--- config.mk ---
export PLATFORM = sky130hd
export DESIGN_NAME = serial_unlock_ctrl
export DESIGN_NICKNAME = d
export VERILOG_FILES = /design/src/rtl/sul_pkg.sv /design/src/rtl/sul_cycle_det.sv /design/src/rtl/sul_fsm.sv /design/src/rtl/sul_store.sv /design/src/rtl/serial_unlock_ctrl.sv
export SDC_FILE = /design/constraint.sdc
export NUM_CORES = 1
export LEC_CHECK = 0
export CAP_MARGIN = 20
export CORE_MARGIN = 1
export CORE_UTILIZATION = 48
export CTS_CLUSTER_SIZE = 28
export DETAILED_ROUTE_END_ITERATION = 7
export GPL_ROUTABILITY_DRIVEN = 1
export PLACE_DENSITY_LB_ADDON = 0.08
export SYNTH_ARGS = -nofsm -noshare
export SYNTH_HDL_FRONTEND = slang
export SYNTH_SLANG_ARGS = --single-unit
--- constraint.sdc ---
create_clock -name clk_i -period 4.6 [get_ports clk_i]
set_clock_uncertainty 0.15 [all_clocks]
set_input_delay 1.38 -clock clk_i [delete_from_list [all_inputs] [get_ports clk_i]]
set_output_delay 1.38 -clock clk_i [all_outputs]
set_load 0.05 [all_outputs]
--- src/rtl/sul_pkg.sv ---
package sul_pkg;
  typedef enum logic [1:0] {
    ST_IDLE  = 2'd0,
    ST_MATCH = 2'd1,
    ST_WIN   = 2'd2
  } sul_state_e;
endpackage

--- src/rtl/sul_cycle_det.sv ---
module sul_cycle_det (
  input  logic clk_i,
  input  logic rst_ni,
  input  logic ce_ni,
  input  logic oe_ni,
  input  logic we_ni,
  input  logic d_i,
  output logic rd_evt_o,
  output logic wr_evt_o,
  output logic bit_o
);
  logic ce_q, oe_q, we_q, d_q;

  always_ff @(posedge clk_i or negedge rst_ni) begin
    if (!rst_ni) begin
      ce_q <= 1'b1;
      oe_q <= 1'b1;
      we_q <= 1'b1;
      d_q  <= 1'b0;
    end else begin
      ce_q <= ce_ni;
      oe_q <= oe_ni;
      we_q <= we_ni;
      d_q  <= d_i;
    end
  end

  // cycle ends on deasserting edge of chip-enable; type taken from prior sample
  logic end_cyc;
  assign end_cyc  = !ce_q && ce_ni;
  assign wr_evt_o = end_cyc && !we_q;
  assign rd_evt_o = end_cyc && we_q && !oe_q;
  assign bit_o    = d_q;


  rd_wr_excl_chk: assert property (@(posedge clk_i) disable iff (!rst_ni)
    !(rd_evt_o && wr_evt_o));
endmodule

--- src/rtl/sul_fsm.sv ---
module sul_fsm #(
  parameter int          WIDTH = 64,
  parameter logic [WIDTH-1:0] KEY = '0,
  localparam int         PTR_W = $clog2(WIDTH)
) (
  input  logic             clk_i,
  input  logic             rst_ni,
  input  logic             rd_evt_i,
  input  logic             wr_evt_i,
  input  logic             bit_i,
  output logic             win_o,
  output logic [PTR_W-1:0] ptr_o
);
  import sul_pkg::*;

  localparam logic [PTR_W-1:0] LAST = PTR_W'(WIDTH - 1);

  sul_state_e state_q, state_d;
  logic [PTR_W-1:0] ptr_q, ptr_d;

  always_comb begin
    state_d = state_q;
    ptr_d   = ptr_q;
    unique case (state_q)
      ST_IDLE: begin
        if (rd_evt_i) begin
          state_d = ST_MATCH;
          ptr_d   = '0;
        end
      end
      ST_MATCH: begin
        if (rd_evt_i) begin
          ptr_d = '0;
        end else if (wr_evt_i) begin
          if (bit_i != KEY[ptr_q]) begin
            state_d = ST_IDLE;
            ptr_d   = '0;
          end else if (ptr_q == LAST) begin
            state_d = ST_WIN;
            ptr_d   = '0;
          end else begin
            ptr_d = ptr_q + 1'b1;
          end
        end
      end
      ST_WIN: begin
        if (rd_evt_i || wr_evt_i) begin
          if (ptr_q == LAST) begin
            state_d = ST_IDLE;
            ptr_d   = '0;
          end else begin
            ptr_d = ptr_q + 1'b1;
          end
        end
      end
      default: begin
        state_d = ST_IDLE;
        ptr_d   = '0;
      end
    endcase
  end

  always_ff @(posedge clk_i or negedge rst_ni) begin
    if (!rst_ni) begin
      state_q <= ST_IDLE;
      ptr_q   <= '0;
    end else begin
      state_q <= state_d;
      ptr_q   <= ptr_d;
    end
  end

  assign win_o = (state_q == ST_WIN);
  assign ptr_o = ptr_q;


  win_open_on_write_chk: assert property (@(posedge clk_i) disable iff (!rst_ni)
    $rose(win_o) |-> $past(wr_evt_i));


  win_close_on_cycle_chk: assert property (@(posedge clk_i) disable iff (!rst_ni)
    $fell(win_o) |-> $past(rd_evt_i || wr_evt_i));


  idle_ptr_zero_chk: assert property (@(posedge clk_i) disable iff (!rst_ni)
    (state_q == ST_IDLE) |-> (ptr_q == '0));


  ptr_hold_chk: assert property (@(posedge clk_i) disable iff (!rst_ni)
    !(rd_evt_i || wr_evt_i) |=> $stable(ptr_q));
endmodule

--- src/rtl/sul_store.sv ---
module sul_store #(
  parameter int WIDTH = 64,
  localparam int PTR_W = $clog2(WIDTH)
) (
  input  logic             clk_i,
  input  logic             rst_ni,
  input  logic             we_i,
  input  logic [PTR_W-1:0] idx_i,
  input  logic             bit_i,
  output logic             bit_o
);
  logic [WIDTH-1:0] mem_q;

  for (genvar i = 0; i < WIDTH; i++) begin : g_bit
    always_ff @(posedge clk_i or negedge rst_ni) begin
      if (!rst_ni)                                  mem_q[i] <= 1'b0;
      else if (we_i && (idx_i == PTR_W'(i)))        mem_q[i] <= bit_i;
    end
  end

  assign bit_o = mem_q[idx_i];


  one_bit_write_chk: assert property (@(posedge clk_i) disable iff (!rst_ni)
    $countones(mem_q ^ $past(mem_q)) <= 1);


  no_write_stable_chk: assert property (@(posedge clk_i) disable iff (!rst_ni)
    !we_i |=> $stable(mem_q));
endmodule

--- src/rtl/serial_unlock_ctrl.sv ---
module serial_unlock_ctrl #(
  parameter int               WIDTH = 64,
  parameter logic [WIDTH-1:0] KEY   = 64'hC5A3_3CA5_5AC3_A35C
) (
  input  logic clk_i,
  input  logic rst_ni,
  input  logic ce_ni,
  input  logic oe_ni,
  input  logic we_ni,
  input  logic d_i,
  output logic ce_no,
  output logic q_o,
  output logic q_oe_o
);
  localparam int PTR_W = $clog2(WIDTH);

  logic rd_evt, wr_evt, bit_s, win;
  logic [PTR_W-1:0] ptr;
  logic rd_bit;

  sul_cycle_det u_det (
    .clk_i    (clk_i),
    .rst_ni   (rst_ni),
    .ce_ni    (ce_ni),
    .oe_ni    (oe_ni),
    .we_ni    (we_ni),
    .d_i      (d_i),
    .rd_evt_o (rd_evt),
    .wr_evt_o (wr_evt),
    .bit_o    (bit_s)
  );

  sul_fsm #(.WIDTH(WIDTH), .KEY(KEY)) u_fsm (
    .clk_i    (clk_i),
    .rst_ni   (rst_ni),
    .rd_evt_i (rd_evt),
    .wr_evt_i (wr_evt),
    .bit_i    (bit_s),
    .win_o    (win),
    .ptr_o    (ptr)
  );

  sul_store #(.WIDTH(WIDTH)) u_store (
    .clk_i  (clk_i),
    .rst_ni (rst_ni),
    .we_i   (win && wr_evt),
    .idx_i  (ptr),
    .bit_i  (bit_s),
    .bit_o  (rd_bit)
  );

  assign ce_no  = win ? 1'b1 : ce_ni;
  assign q_oe_o = win && !ce_ni && !oe_ni && we_ni;
  assign q_o    = q_oe_o ? rd_bit : 1'b0;


  ce_held_in_win_chk: assert property (@(posedge clk_i) disable iff (!rst_ni)
    (win && $past(win)) |-> (ce_no && $stable(ce_no)));


  q_quiet_chk: assert property (@(posedge clk_i) disable iff (!rst_ni)
    !q_oe_o |-> !q_o);
endmodule

Word-level counts from Yosys, hierarchy flattened

Memory sizes are Yosys's and may differ from the RTL's.
Index checks and enable logic that the tools add are counted.

Add/sub/neg operators: 1
$lt $le $gt $ge: 1
Equality and inequality tests: 73
Mux-type cells: 20
Reduce and logical (&&, ||, !) cells: 82

Operators by type and width:

| kind                                                                          | number |
|---|---|
| 6-bit equality test (second input constant)                                   | 32 |
| 6-bit by 5-bit equality test with 1-bit output (second input constant)        | 16 |
| 1-bit logical AND                                                             | 72 |
| 6-bit by 4-bit equality test with 1-bit output (second input constant)        | 8 |
| 6-bit 2-to-1 mux                                                              | 6 |
| 6-bit by 3-bit equality test with 1-bit output (second input constant)        | 4 |
| 6-bit one-hot mux with 3 select lines                                         | 1 |
| 2-bit 2-to-1 mux                                                              | 7 |
| 6-bit by 2-bit equality test with 1-bit output (second input constant)        | 2 |
| 2-bit by 1-bit inequality test with 1-bit output (second input constant)      | 4 |
| 6-bit by 7-bit less-than comparator with 1-bit output (second input constant) | 1 |
| 6-bit by 1-bit adder with 6-bit output (second input constant)                | 1 |
| 1-bit binary-select mux with 6-bit select                                     | 1 |
| 6-bit by 1-bit equality test with 1-bit output (second input constant)        | 1 |
| 6-bit logical NOT                                                             | 1 |
| 3-bit by 1-bit inequality test with 1-bit output (second input constant)      | 2 |
| 2-bit one-hot mux with 3 select lines                                         | 1 |
| 6-bit AND reduction                                                           | 1 |
| 1-bit logical NOT                                                             | 5 |
| 1-bit 2-to-1 mux                                                              | 4 |
| 3-bit AND reduction                                                           | 1 |
| 2-bit by 1-bit equality test with 1-bit output (second input constant)        | 1 |
| 2-bit equality test (second input constant)                                   | 1 |
| 2-bit logical NOT                                                             | 1 |
| 3 further kinds                                                               | 3 |

Register bits: 76
ROM bits: 64
Bits of input ports: 6
Output and inout port bits: 3
Word-level logic and storage cells: 248
Memories kept: 1

Memories:

| name             | depth | width | rd ports | clocked after Yosys merged registers in | wr ports | line          | source |
|---|---|---|---|---|---|---|---|
| (name not given) | 64    | 1     | 1        | 0                                       | 0        | sul_fsm.sv:35 | `if (bit_i != KEY[ptr_q]) begin` |

Longest topological paths before layout

Depth after elaboration: 7
Mapped depth: 9
Gate-level depth less buffers: 8

Cells and area by module

From an unflattened synthesis, not the netlist that was laid out.

Cells, all modules: 374
Area, all modules: 4284.1 µm²

By module, submodules not included:

| module             | times used | cells each | area an instance (µm²) | seq. area each (µm²) |
|---|---|---|---|---|
| sul_store          | 1          | 278        | 3373.2                 | 1601.5 |
| sul_fsm            | 1          | 86         | 755.7                  | 200.2 |
| sul_cycle_det      | 1          | 6          | 123.9                  | 103.8 |
| serial_unlock_ctrl | 1          | 4          | 31.3                   | 0.0 |

Worst setup path after synthesis

No wires, ideal clock.

Path type: input to output
Start point: in we_ni
End point: out q_o
Data arrival time: 3.587 ns
Data required time: 3.070 ns
Path slack: -0.517 ns
Stages on the path: 2
Buffers on the path: 0
Cells stage by stage: nor4bb_1 > o211a_1

Cells in the longest elaborated chain, start to end: 2

Ends and longest elaborated chain:

| item              | line                     | source |
|---|---|---|
| start, declared   | serial_unlock_ctrl.sv:9  | `input logic we_ni,` |
| 1-bit logical AND | serial_unlock_ctrl.sv:53 | `assign q_oe_o = win && !ce_ni && !oe_ni && we_ni;` |
| 1-bit 2-to-1 mux  | serial_unlock_ctrl.sv:54 | `assign q_o = q_oe_o ? rd_bit : 1'b0;` |
| end, declared     | serial_unlock_ctrl.sv:12 | `output logic q_o,` |

No other way between the ends.

Worst setup path after layout

Start point: in ce_ni
End point: out q_o

Cells in the longest elaborated chain, start to end: 5

Ends and longest elaborated chain:

| item                            | line                     | source |
|---|---|---|
| start, declared                 | serial_unlock_ctrl.sv:7  | `input logic ce_ni,` |
| 1-bit logical NOT               | serial_unlock_ctrl.sv:53 |  |
| 1-bit logical AND (3 in series) | serial_unlock_ctrl.sv:53 |  |
| 1-bit 2-to-1 mux                | serial_unlock_ctrl.sv:54 |  |

No other way between the ends.

==> results.toml <==
[pwr]
p_total_mw = 2.16
p_leak_nw = 2.03
p_per_area_nw_per_um2 = 465
irDropWorstVdd_mv = 0.214

[place]
io_buffers = 8
globalplace.congestion = 0.775
hpwl_mm = 6.12
pre_cts_ws_ns = 0.385

[cells_and_area]
final_common_cell = "dfrtp_1"
nets = 394
area_growth_syn_to_layout_pct = 9.61
antenna_cells = 0
drive_above_1_share_pct = 30.6
layout_common_cells = "dfrtp_1 (73), mux2_2 (65), nor2_1 (63)"
utilization_pct = 55.4

[worst_setup_path]
cp-end-kind = "output pin"
crit_type = "primary input to output pin"
critPathMaxFanout = 5
path_delay_family = "buffers and inverters"
cp_slowest_cell = "clkdlybuf4s50_1"
cp.arrival_ns = 2.68
reg2reg_slack_ns = 1.66
path_cells = "clkdlybuf4s50_1 > nor4bb_2 > o211a_1 > buf_4"
crit_buf_inv = 2
crit_path_max_incr_delay_ns = 0.48
critPathRequiredTime_ns = 3.07
start_kind = "primary input"

[timing]
setup_tns_ns = 0
timing_hold_violations_final = 0
fin_ws_ns = 0.391
finalMaxSlewViolations = 0
tightest_slew_ns = 0.782
fmax_mhz = 238
finalCritPeriodShare_pct = 91.5
relSlewSlack_pct = 47.8
setup_violations = 0
fin_crit_ns = 4.21
rsz0062_at_grt = "false"

[clock_tree]
cts_root_buf = "clkbuf_8"
clk_pin_slew_ns = 0.07
cts.repair.resized = 0
clk_latency_ns = 0.34
cts_tree = "yes"
clockBufferDepth = 2
cts_setup_buffers = 0
cts_sinks = 76
cts_buffers = 9
postCtsHoldBufs = 0
htreeDepth = 3

[run_status]
status = "finished, final reports clean"

[detailed_routing]
drtIter0Drc = 124
routed_wl_mm = 9.25
routedWlPerCell_um = 18.9
via_count = 2887
firstDrtPassIters = 4
drtAntennaViolNets = 0
drc = 0
viasPerCell = 5.89

[synthesis]
yosysSeqAreaShare_pct = 45.0
synth-simple-area-share_pct = 15.5
ys.flop_type = "dfrtp_1"
post-synth-top-area-cell = "dfrtp_1"
synth.area.top_cells = "dfrtp_1 (43%), mux2_2 (17%), mux4_2 (11%)"
synth-xor-area-share_pct = 0.621
ys_types = 46
synth_warnings = 0
netlist.area_leader.share_pct = 43.2
synth_mux_area_share_pct = 28.7
synthCells = 378
synth-async-reset-ratio_pct = 100
synth_top_family_by_area = "multiplexers"
syn_avg_cell_area_um2 = 11.2
synth_edf_count = 0
ys_ff_latch = 76
synth-compound-area-share_pct = 4.70
syn_nets = 392
synth.cell_area_um2 = 4230
synth-adder-area-share_pct = 2.36

[die]
fp.dieW_um = 95.9
die-area_um2 = 9200
die_h_um = 95.9
core_um2 = 8380
pin_count = 9
rows = 33
initial_core_util_pct = 50.5

[global_route]
grt_pass1_wl_mm = 15.1
antenna_found_initial = 0
gr-total-overflow = 0
gr-usage-all-layers_pct = 22.6
grt_max_degree = 77
grt_pass1_vias = 2807

[hold_path]
hp-class = "flop to flop"

[run]
maxCapViolCount = 0
[routing by layer]
layer	vias up	wire (um)	track usage (%)
met5	-	0	0
met1	1461	4540	33.4
met2	49	4230	33.3
li1	1361	-	-
met3	16	298	3.87
met4	0	189	8.71
[stage by stage]
stage	area (um2)	cells	hold slack (ns)
final	4640	490	0.356
after global routing	4640	490	0.371
after CTS	4610	489	0.360
after detailed placement	4410	473	0.341
after global placement	4410	473	0.334
after floorplan	4240	378	0.319
[area by class of cell]
class                      count  area (um2)
clock buffer                  11         141
clock inverter                 5        61.3
fill                         711        3740
inverter                       6        22.5
multi-input combinational    271        2200
sequential                    76        1910
tap                          105         131
timing repair buffer          16         175
[sequential cells by signal, indices dropped and copies added (netlist names)]
name	flops
u_det.we_q	1
u_store.mem_q	64
u_det.bit_o	1
u_det.ce_q	1
u_det.oe_q	1
u_fsm.ptr_o	6
u_fsm.state_q	2
[power breakdown]
| group | total (mW) | switching (mW) | internal, mW |
|---|---|---|---|
| Sequential | 0.823 | 0.0810 | 0.742 |
| Clock | 0.518 | 0.252 | 0.267 |
| Combinational | 0.816 | 0.466 | 0.350 |
| Total | 2.16 | 0.799 | 1.36 |
[worst paths after layout]
path	end	from	depth (start not counted)
worst max-delay path	q_o	ce_ni	4
worst min-delay path	u_store.mem_q[23]	u_store.mem_q[23]	1
worst max register to register	u_fsm.state_q[0]	u_fsm.ptr_o[2]	8
worst min register to register	u_store.mem_q[23]	u_store.mem_q[23]	1
max in group asynchronous	u_det.ce_q	rst_ni	2
min in group asynchronous	u_store.mem_q[41]	rst_ni	1
[synth_stat cells (3+ instances only)]
master    count
nand3_1      11
clkbuf_1     15
nor2b_1       5
nor2_1       63
mux4_2       20
dfrtp_1      73
ha_1          8
nor3_1        3
buf_1         3
a21oi_1       4
buf_2         6
mux2_2       65
dfstp_2       3
a31oi_1       5
nand4_1       3
nor3b_1       4
inv_1         5
nand2_1      36
nand2b_1      3
and3_1        3
o21ai_0       6
[worst reg2reg max path, stage by stage, from the launching register on]
cell and delay [ns]:
dfrtp_1 0.85, ha_1 0.38, and3_1 0.14, a31oi_1 0.16
o311ai_1 0.18, and2_1 0.24, o211a_1 0.23, o21ai_1 0.17
mux2_1 0.34
[logic make-up after synthesis]
group,Yosys count
fa+ha+maj,8
compound gates,29
simple gates,143
flops,76
xor+xnor,3
buf+inv,31
mux,88
Note: power is estimated with default switching activity, not from simulation.
